[src/rtl/lc_pkg.sv]
package lc_pkg;

  // Kind of move the counter makes on the next edge
  typedef enum logic [1:0] {
    STEP_HOLD = 2'd0,
    STEP_UP   = 2'd1,
    STEP_DOWN = 2'd2
  } step_e;

  // Width needed to hold the largest modulus the code can select
  function automatic int unsigned count_width(int unsigned code_w, int unsigned min_exp);
    return min_exp + (1 << code_w) - 2;
  endfunction

endpackage

[src/rtl/lc_mod_decode.sv]
module lc_mod_decode #(
  parameter int CODE_W  = 4,
  parameter int MIN_EXP = 3,
  parameter int CNT_W   = 17
) (
  input  logic [CODE_W-1:0] mod_code,
  output logic [CNT_W-1:0]  mask,
  output logic              active
);

  assign active = |mod_code;

  // Bit g belongs to the modulus when the exponent code+MIN_EXP-1 exceeds g
  for (genvar g = 0; g < CNT_W; g++) begin : g_bit
    if (g < MIN_EXP) begin : g_low
      assign mask[g] = active;
    end else begin : g_high
      assign mask[g] = (int'(mod_code) > (g - MIN_EXP + 1));
    end
  end

endmodule

[src/rtl/lc_step_select.sv]
module lc_step_select
  import lc_pkg::*;
#(
  parameter int CNT_W = 17
) (
  input  logic             cnt_en,
  input  logic             dir_up,
  input  logic             active,
  input  logic [CNT_W-1:0] mask,
  input  logic [CNT_W-1:0] count_q,
  output step_e            step,
  output logic [CNT_W-1:0] count_d,
  output logic             wrap_up,
  output logic             wrap_dn
);

  logic [CNT_W-1:0] masked;
  logic             at_top;
  logic             at_zero;

  assign masked  = count_q & mask;
  assign at_top  = active && (masked == mask);
  assign at_zero = (masked == '0);

  always_comb begin
    step    = STEP_HOLD;
    count_d = count_q;
    wrap_up = 1'b0;
    wrap_dn = 1'b0;
    if (active) begin
      count_d = masked;
      if (cnt_en) begin
        step = dir_up ? STEP_UP : STEP_DOWN;
      end
    end
    unique case (step)
      STEP_UP: begin
        wrap_up = at_top;
        count_d = at_top ? '0 : masked + 1'b1;
      end
      STEP_DOWN: begin
        wrap_dn = at_zero;
        count_d = at_zero ? mask : masked - 1'b1;
      end
      default: ;
    endcase
  end

endmodule

[src/rtl/lc_count_reg.sv]
module lc_count_reg #(
  parameter int CNT_W = 17
) (
  input  logic             clk,
  input  logic             rst,
  input  logic [CNT_W-1:0] count_d,
  input  logic             wrap_up,
  input  logic             wrap_dn,
  output logic [CNT_W-1:0] count_q,
  output logic             carry_q,
  output logic             borrow_q
);

  always_ff @(posedge clk) begin
    if (rst) begin
      count_q  <= '0;
      carry_q  <= 1'b0;
      borrow_q <= 1'b0;
    end else begin
      count_q  <= count_d;
      carry_q  <= wrap_up;
      borrow_q <= wrap_dn;
    end
  end

endmodule

[src/rtl/loop_counter.sv]
module loop_counter
  import lc_pkg::*;
#(
  parameter int CODE_W  = 4,
  parameter int MIN_EXP = 3,
  localparam int CNT_W  = count_width(CODE_W, MIN_EXP)
) (
  input  logic              clk,
  input  logic              rst,
  input  logic              cnt_en,
  input  logic              dir_up,
  input  logic [CODE_W-1:0] mod_code,
  output logic [CNT_W-1:0]  count,
  output logic              carry,
  output logic              borrow
);

  logic [CNT_W-1:0] mask;
  logic             active;
  logic [CNT_W-1:0] count_d;
  logic             wrap_up;
  logic             wrap_dn;
  step_e            step;

  lc_mod_decode #(
    .CODE_W (CODE_W),
    .MIN_EXP(MIN_EXP),
    .CNT_W  (CNT_W)
  ) u_decode (
    .mod_code(mod_code),
    .mask    (mask),
    .active  (active)
  );

  lc_step_select #(
    .CNT_W(CNT_W)
  ) u_select (
    .cnt_en (cnt_en),
    .dir_up (dir_up),
    .active (active),
    .mask   (mask),
    .count_q(count),
    .step   (step),
    .count_d(count_d),
    .wrap_up(wrap_up),
    .wrap_dn(wrap_dn)
  );

  lc_count_reg #(
    .CNT_W(CNT_W)
  ) u_reg (
    .clk     (clk),
    .rst     (rst),
    .count_d (count_d),
    .wrap_up (wrap_up),
    .wrap_dn (wrap_dn),
    .count_q (count),
    .carry_q (carry),
    .borrow_q(borrow)
  );

endmodule

[config.mk]
export PLATFORM = sky130hd
export DESIGN_NAME = loop_counter
export DESIGN_NICKNAME = d
export VERILOG_FILES = /design/src/rtl/lc_pkg.sv /design/src/rtl/lc_mod_decode.sv /design/src/rtl/lc_step_select.sv /design/src/rtl/lc_count_reg.sv /design/src/rtl/loop_counter.sv
export SDC_FILE = /design/constraint.sdc
export NUM_CORES = 1
export LEC_CHECK = 0
export ABC_AREA = 1
export BUFFER_PORTS_ARGS = -buffer_cell sky130_fd_sc_hd__buf_2
export CAP_MARGIN = 15
export CORE_AREA = 4 4 73 75
export CTS_CLUSTER_SIZE = 25
export DETAILED_ROUTE_END_ITERATION = 12
export DIE_AREA = 0 0 77 79
export GPL_TIMING_DRIVEN = 0
export PLACE_DENSITY = 0.75
export SETUP_SLACK_MARGIN = 0.5
export SKIP_CTS_REPAIR_TIMING = 1
export SLEW_MARGIN = 20
export SYNTH_ARGS = -nofsm -noshare
export SYNTH_HDL_FRONTEND = slang
export SYNTH_SLANG_ARGS = --single-unit
[constraint.sdc]
create_clock -name clk -period 2.25 [get_ports clk]
set_input_delay 0.1125 -clock clk [delete_from_list [all_inputs] [get_ports clk]]
set_output_delay 0.1125 -clock clk [all_outputs]
set_load 0.01 [all_outputs]
### Word level (Yosys, flattened, before mapping)

Cells that the tools add are included.

| operators by class | value |
|---|---|
| $add $sub $neg | 2 |
| $lt $le $gt $ge | 14 |
| equality and inequality tests | 3 |
| mux-type cells | 7 |
| bitwise logic cells | 3 |
| reduce and logical (&&, ||, !) cells | 6 |

Operators with widths:

| operator | number |
|---|---|
| two-way mux 17 bit | 3 |
| one-hot mux 17 bit (2 select lines) | 1 |
| > comparator 4 bit (second input constant) | 7 |
| adder 17 x 1 -> 17 bit (second input constant) | 1 |
| AND 17 bit | 1 |
| equality test 17 bit | 1 |
| logical NOT 17 bit | 1 |
| subtractor 17 x 1 -> 17 bit (second input constant) | 1 |
| > comparator 4 x 3 -> 1 bit (second input constant) | 4 |
| > comparator 4 x 2 -> 1 bit (second input constant) | 2 |
| two-way mux 2 bit | 3 |
| > comparator 4 x 1 -> 1 bit (second input constant) | 1 |
| OR reduction 2 bit | 2 |
| OR reduction 4 bit | 1 |
| nonzero test 3 bit | 1 |
| equality test 2 x 1 -> 1 bit (second input constant) | 1 |
| equality test 2 bit (second input constant) | 1 |
| inverter 1 bit | 2 |
| logical AND 1 bit | 1 |

| word-level totals | value |
|---|---|
| register bits | 19 |
| bits of input ports | 8 |
| output and inout bits | 19 |

### Depth between registers and ports, before layout

| depth | value |
|---|---|
| word-level depth | 6 |
| mapped depth | 18 |
| depth with buffers taken out | 17 |

### Hierarchy

Synthesis repeated with hierarchy kept, for this count alone.

| second synthesis, totals | value |
|---|---|
| cell total of the unflattened synthesis | 523 |
| area total of the unflattened synthesis | 2707.6 µm² |

By module, submodules not included:

| module | instances | cells an instance | area each (µm²) | seq. area each (µm²) |
|---|---|---|---|---|
| lc_step_select | 1 | 435 | 2020.7 | 0.0 |
| lc_count_reg | 1 | 59 | 549.3 | 380.4 |
| lc_mod_decode | 1 | 29 | 137.6 | 0.0 |

### Least setup slack after synthesis

OpenSTA, ideal clock, no wires.

| timing path | value |
|---|---|
| kind | in2reg |
| start | in mod_code[3] |
| end | reg u_reg.count_q[7] |
| data arrival time | 2.142 ns |
| path slack | -0.009 ns |
| stages on the path | 14 |
| cell sequence | buf_4 nor2_8 nand2_2 clkbuf_1 clkbuf_1 nand3_1 inv_1 ha_1 clkbuf_1 inv_1 clkbuf_1 o21ai_0 a21oi_1 nor2_1 |

| on the way | value |
|---|---|
| longest elaborated chain between the ends | 6 |

Ends and longest elaborated chain:

| what | line | source |
|---|---|---|
| from (decl) | loop_counter.sv:12 | `input logic [CODE_W-1:0] mod_code,` |
| parallel branches: the longest is 6 deep, another holds subtractor 17 x 1 -> 17 bit | n/a |  |
| to (signal assigned) | lc_count_reg.sv:20 | `count_q <= count_d;` |
| to (decl) | lc_count_reg.sv:9 | `output logic [CNT_W-1:0] count_q,` |

Parallel ways; which one is timed is not known. The select of a mux whose other input is x is not followed.
A chain may end at the register's enable or synchronous reset.

### Worst setup path in the final report

| timing path | value |
|---|---|
| start | reg u_reg.count_q[1] |
| end | reg u_reg.count_q[4] |

| on the way | value |
|---|---|
| longest elaborated chain between the ends | 5 |

Ends and longest elaborated chain:

| what | line | source |
|---|---|---|
| AND 17 bit * | lc_step_select.sv:21 | `assign masked = count_q & mask;` |
| parallel branches: the longest is 3 deep, another holds subtractor 17 x 1 -> 17 bit | n/a |  |
| one-hot mux 17 bit (2 select lines) * | lc_step_select.sv:36 | `unique case (step)` |

Mark *: on every way between the ends.

==> impl_metrics.yaml <==
sta:
  setup_viol_count_final: 0
  rsz0062_at_grt: "yes"
  fmaxAchievable_mhz: 535
  worstMarginPinSlew_ns: 0.452
  max_slew_margin_pct: 69.7
  layout_min_cycle_time_ns: 1.87
  finalSetupTns_ns: 0
  period_share_pct: 83.0
  slew_violations: 0
  final-hold-violation-count: 0
  skew_ns: 0.00473
  layout_setup_ws_ns: 0.381
synth:
  synth-edff-count: 0
  syn_area_per_cell_um2: 5.59
  synth_cells: 436
  syn-num-nets: 449
  synth-seq-area-share_pct: 15.6
  synth_warnings: 0
  synth_cell_type_count: 31
  async_flop_share_pct: 0
  synth_seq_cells: 19
  netlist_area_um2: 2440
  ys.flop_type: "dfxtp_1"
clocking:
  cts_buffers: 3
  clk_pin_slew_ns: 0.09
  clockBufferDepth: 2
  clockRootBuffer: "clkbuf_8"
  clkSinkCount: 19
  cts_tree: "yes"
  insertion_delay_ns: 0.28
  h-tree-depth: 1
global_route:
  antenna_found_initial: 0
  grt_pass1_vias: 2688
  gr-total-overflow: 0
  grt_pass1_wl_mm: 13.6
  grt_max_degree: 13
  grt_usage_pct: 28.1
drt:
  ant_nets: 0
  top_layer_used: "met4"
  first_pass_iters: 5
  wl_met1_mm: 3.86
  totalWireLength_mm: 9.39
  viasPerCell: 5.98
  via_count: 3257
  drtIter0Drc: 488
  wl_per_cell_um: 17.2
  drc: 0
  wl_met3_mm: 1.06
  wl_met2_mm: 4.29
layout:
  fin_util_pct: 70.4
  seqCellArea_um2: 404
  antenna_cells: 0
  syn_to_final_growth_pct: 34.6
  multi_input_area_um2: 2040
  final_nets: 505
  fin_cells: 545
  drive_above_1_share_pct: 34.0
  fillers: 404
floorplanning:
  die_w_um: 77
  ios: 27
  rows: 25
  core_um2: 4660
  dieArea_um2: 6080
  start_util_pct: 52.3
  die_y_um: 79
pwr:
  p_int_uw: 857
  clkPwrFrac_pct: 17.4
  netSwitchingFraction_pct: 45.9
  p_comb_share_pct: 57.7
  power_density_nw_per_um2: 483
  power_switching_uw: 728
  total_leakage_power_uw: 0.00161
  ir_drop_mv: 0.366
  pwr-share-seq_pct: 24.9
critical_path:
  path_max_fanout: 10
  end_kind: "flop"
  cp.arrival_ns: 2.04
  critPathRequiredTime_ns: 2.42
  cp-start-kind: "flop"
  path_cells: "inv_2 -> nor2_4 -> inv_2 -> ha_4 -> nand2_2 -> nor2_2 -> nand2_2 -> nor2_4 -> buf_8 -> nand2_1 -> nand3_1 -> nand3_1 -> o21ai_1 -> a21oi_1"
  slowest_delay_ns: 0.37
  critPathKind: "reg2reg"
  critPathSlowestCell: "dfxtp_4"
place:
  placed_cells: 515
  place_hpwl_mm: 6.65
  pre_cts_ws_ns: -0.171
  routabilityCongestion: 0.970
  io_buffers: 25
outcome:
  status: "finished clean"
worst_hold_path:
  hold_class: "in2reg"
flow_run:
  maxCapViolCount: 0
==> placed cells by master, fill, tap and decap left out, drive strengths merged, types with 3 or more instances in the layout <==
| cell | netlist | routed |
|---|---|---|
| dfxtp | 19 | 19 |
| nand2 | 129 | 129 |
| nand3 | 53 | 53 |
| nor2 | 61 | 61 |
| buf | 5 | 59 |
| xor2 | 3 | 3 |
| clkbuf | 7 | 7 |
| nor3 | 5 | 5 |
| a21oi | 34 | 34 |
| inv | 54 | 54 |
| nand4 | 11 | 11 |
| ha | 5 | 5 |
| o21ai | 42 | 42 |
==> cells by family (layout without fill, tap and decap cells) <==
family / after synthesis / in the layout / synth area share [%]
simple gates: 262 / 262 / 52.2
compound gates: 79 / 79 / 16.7
fa+ha+maj: 5 / 5 / 2.57
xor+xnor: 5 / 5 / 1.80
flops: 19 / 19 / 15.6
buf+inv: 66 / 121 / 11.1
==> registers in the layout, indices dropped and copies added, names as in the netlist <==
register and cells:
u_reg.count_q 17, u_reg.borrow_q 1, u_reg.carry_q 1
==> power groups by stage <==
stage	registers [µW]	logic [µW]	clock network [µW]
floorplan	402	494	0
global placement	397	679	0
detailed placement	397	679	0
CTS	389	683	276
global route	398	981	293
finish	394	914	276
==> routing by layer <==
layer,vias up,track usage [%]
met2,207,44.3
met4,0,6.58
met3,25,7.14
li1,1539,-
met1,1486,38.5
met5,-,0
==> area by class of cell <==
class                      count  area share (%)
timing repair buffer          51            11.0
buffer                        12            4.46
multi-input combinational    351            62.1
clock buffer                   3            1.26
clock inverter                 1           0.229
inverter                      54            6.56
tap                           54            2.06
sequential                    19            12.3
==> through the flow <==
step	power (µW)	hold WS, ns	cell area [µm²]
after detailed placement	1080	0.322	2710
after global placement	1080	0.317	2710
after floorplan	896	0.182	2520
after CTS	1350	0.0252	2760
after global routing	1670	0.0166	3280
final	1580	0.0217	3280
==> synthesized netlist by cell type (3+ instances only) <==
cell	n	area, µm²
nand2_1	115	432
nor2_1	50	188
inv_1	49	184
nand3_1	48	240
o21ai_0	33	165
a21oi_1	32	160
dfxtp_1	19	380
nand4_1	11	68.8
nand2_2	10	62.6
o21ai_1	9	45.0
clkbuf_1	7	26.3
nor2_4	7	78.8
ha_1	5	62.6
inv_2	5	18.8
nand2_4	4	45.0
nor3_1	4	20.0
nand3_2	3	30.0
nor2_2	3	18.8
xor2_1	3	26.3
==> worst paths after layout <==
| kind | startpoint | to | slack (ns) | cells after the start |
|---|---|---|---|---|
| worst min-delay path | rst | u_reg.count_q[0] | 0.02 | 2 |
| worst max register to register | u_reg.count_q[1] | u_reg.count_q[4] | 0.38 | 14 |
| worst min register to register | u_reg.count_q[9] | u_reg.count_q[9] | 0.56 | 2 |
| worst max-delay path | u_reg.count_q[1] | u_reg.count_q[4] | 0.38 | 14 |
==> critical path, delay by kind of cell (launching register included) <==
family | cells | cell delay [ns]
compound gates | 2 | 0.20
fa+ha+maj | 1 | 0.13
buf+inv | 3 | 0.32
flops | 1 | 0.37
simple gates | 8 | 0.73
Note: power is estimated with default switching activity, not from simulation.
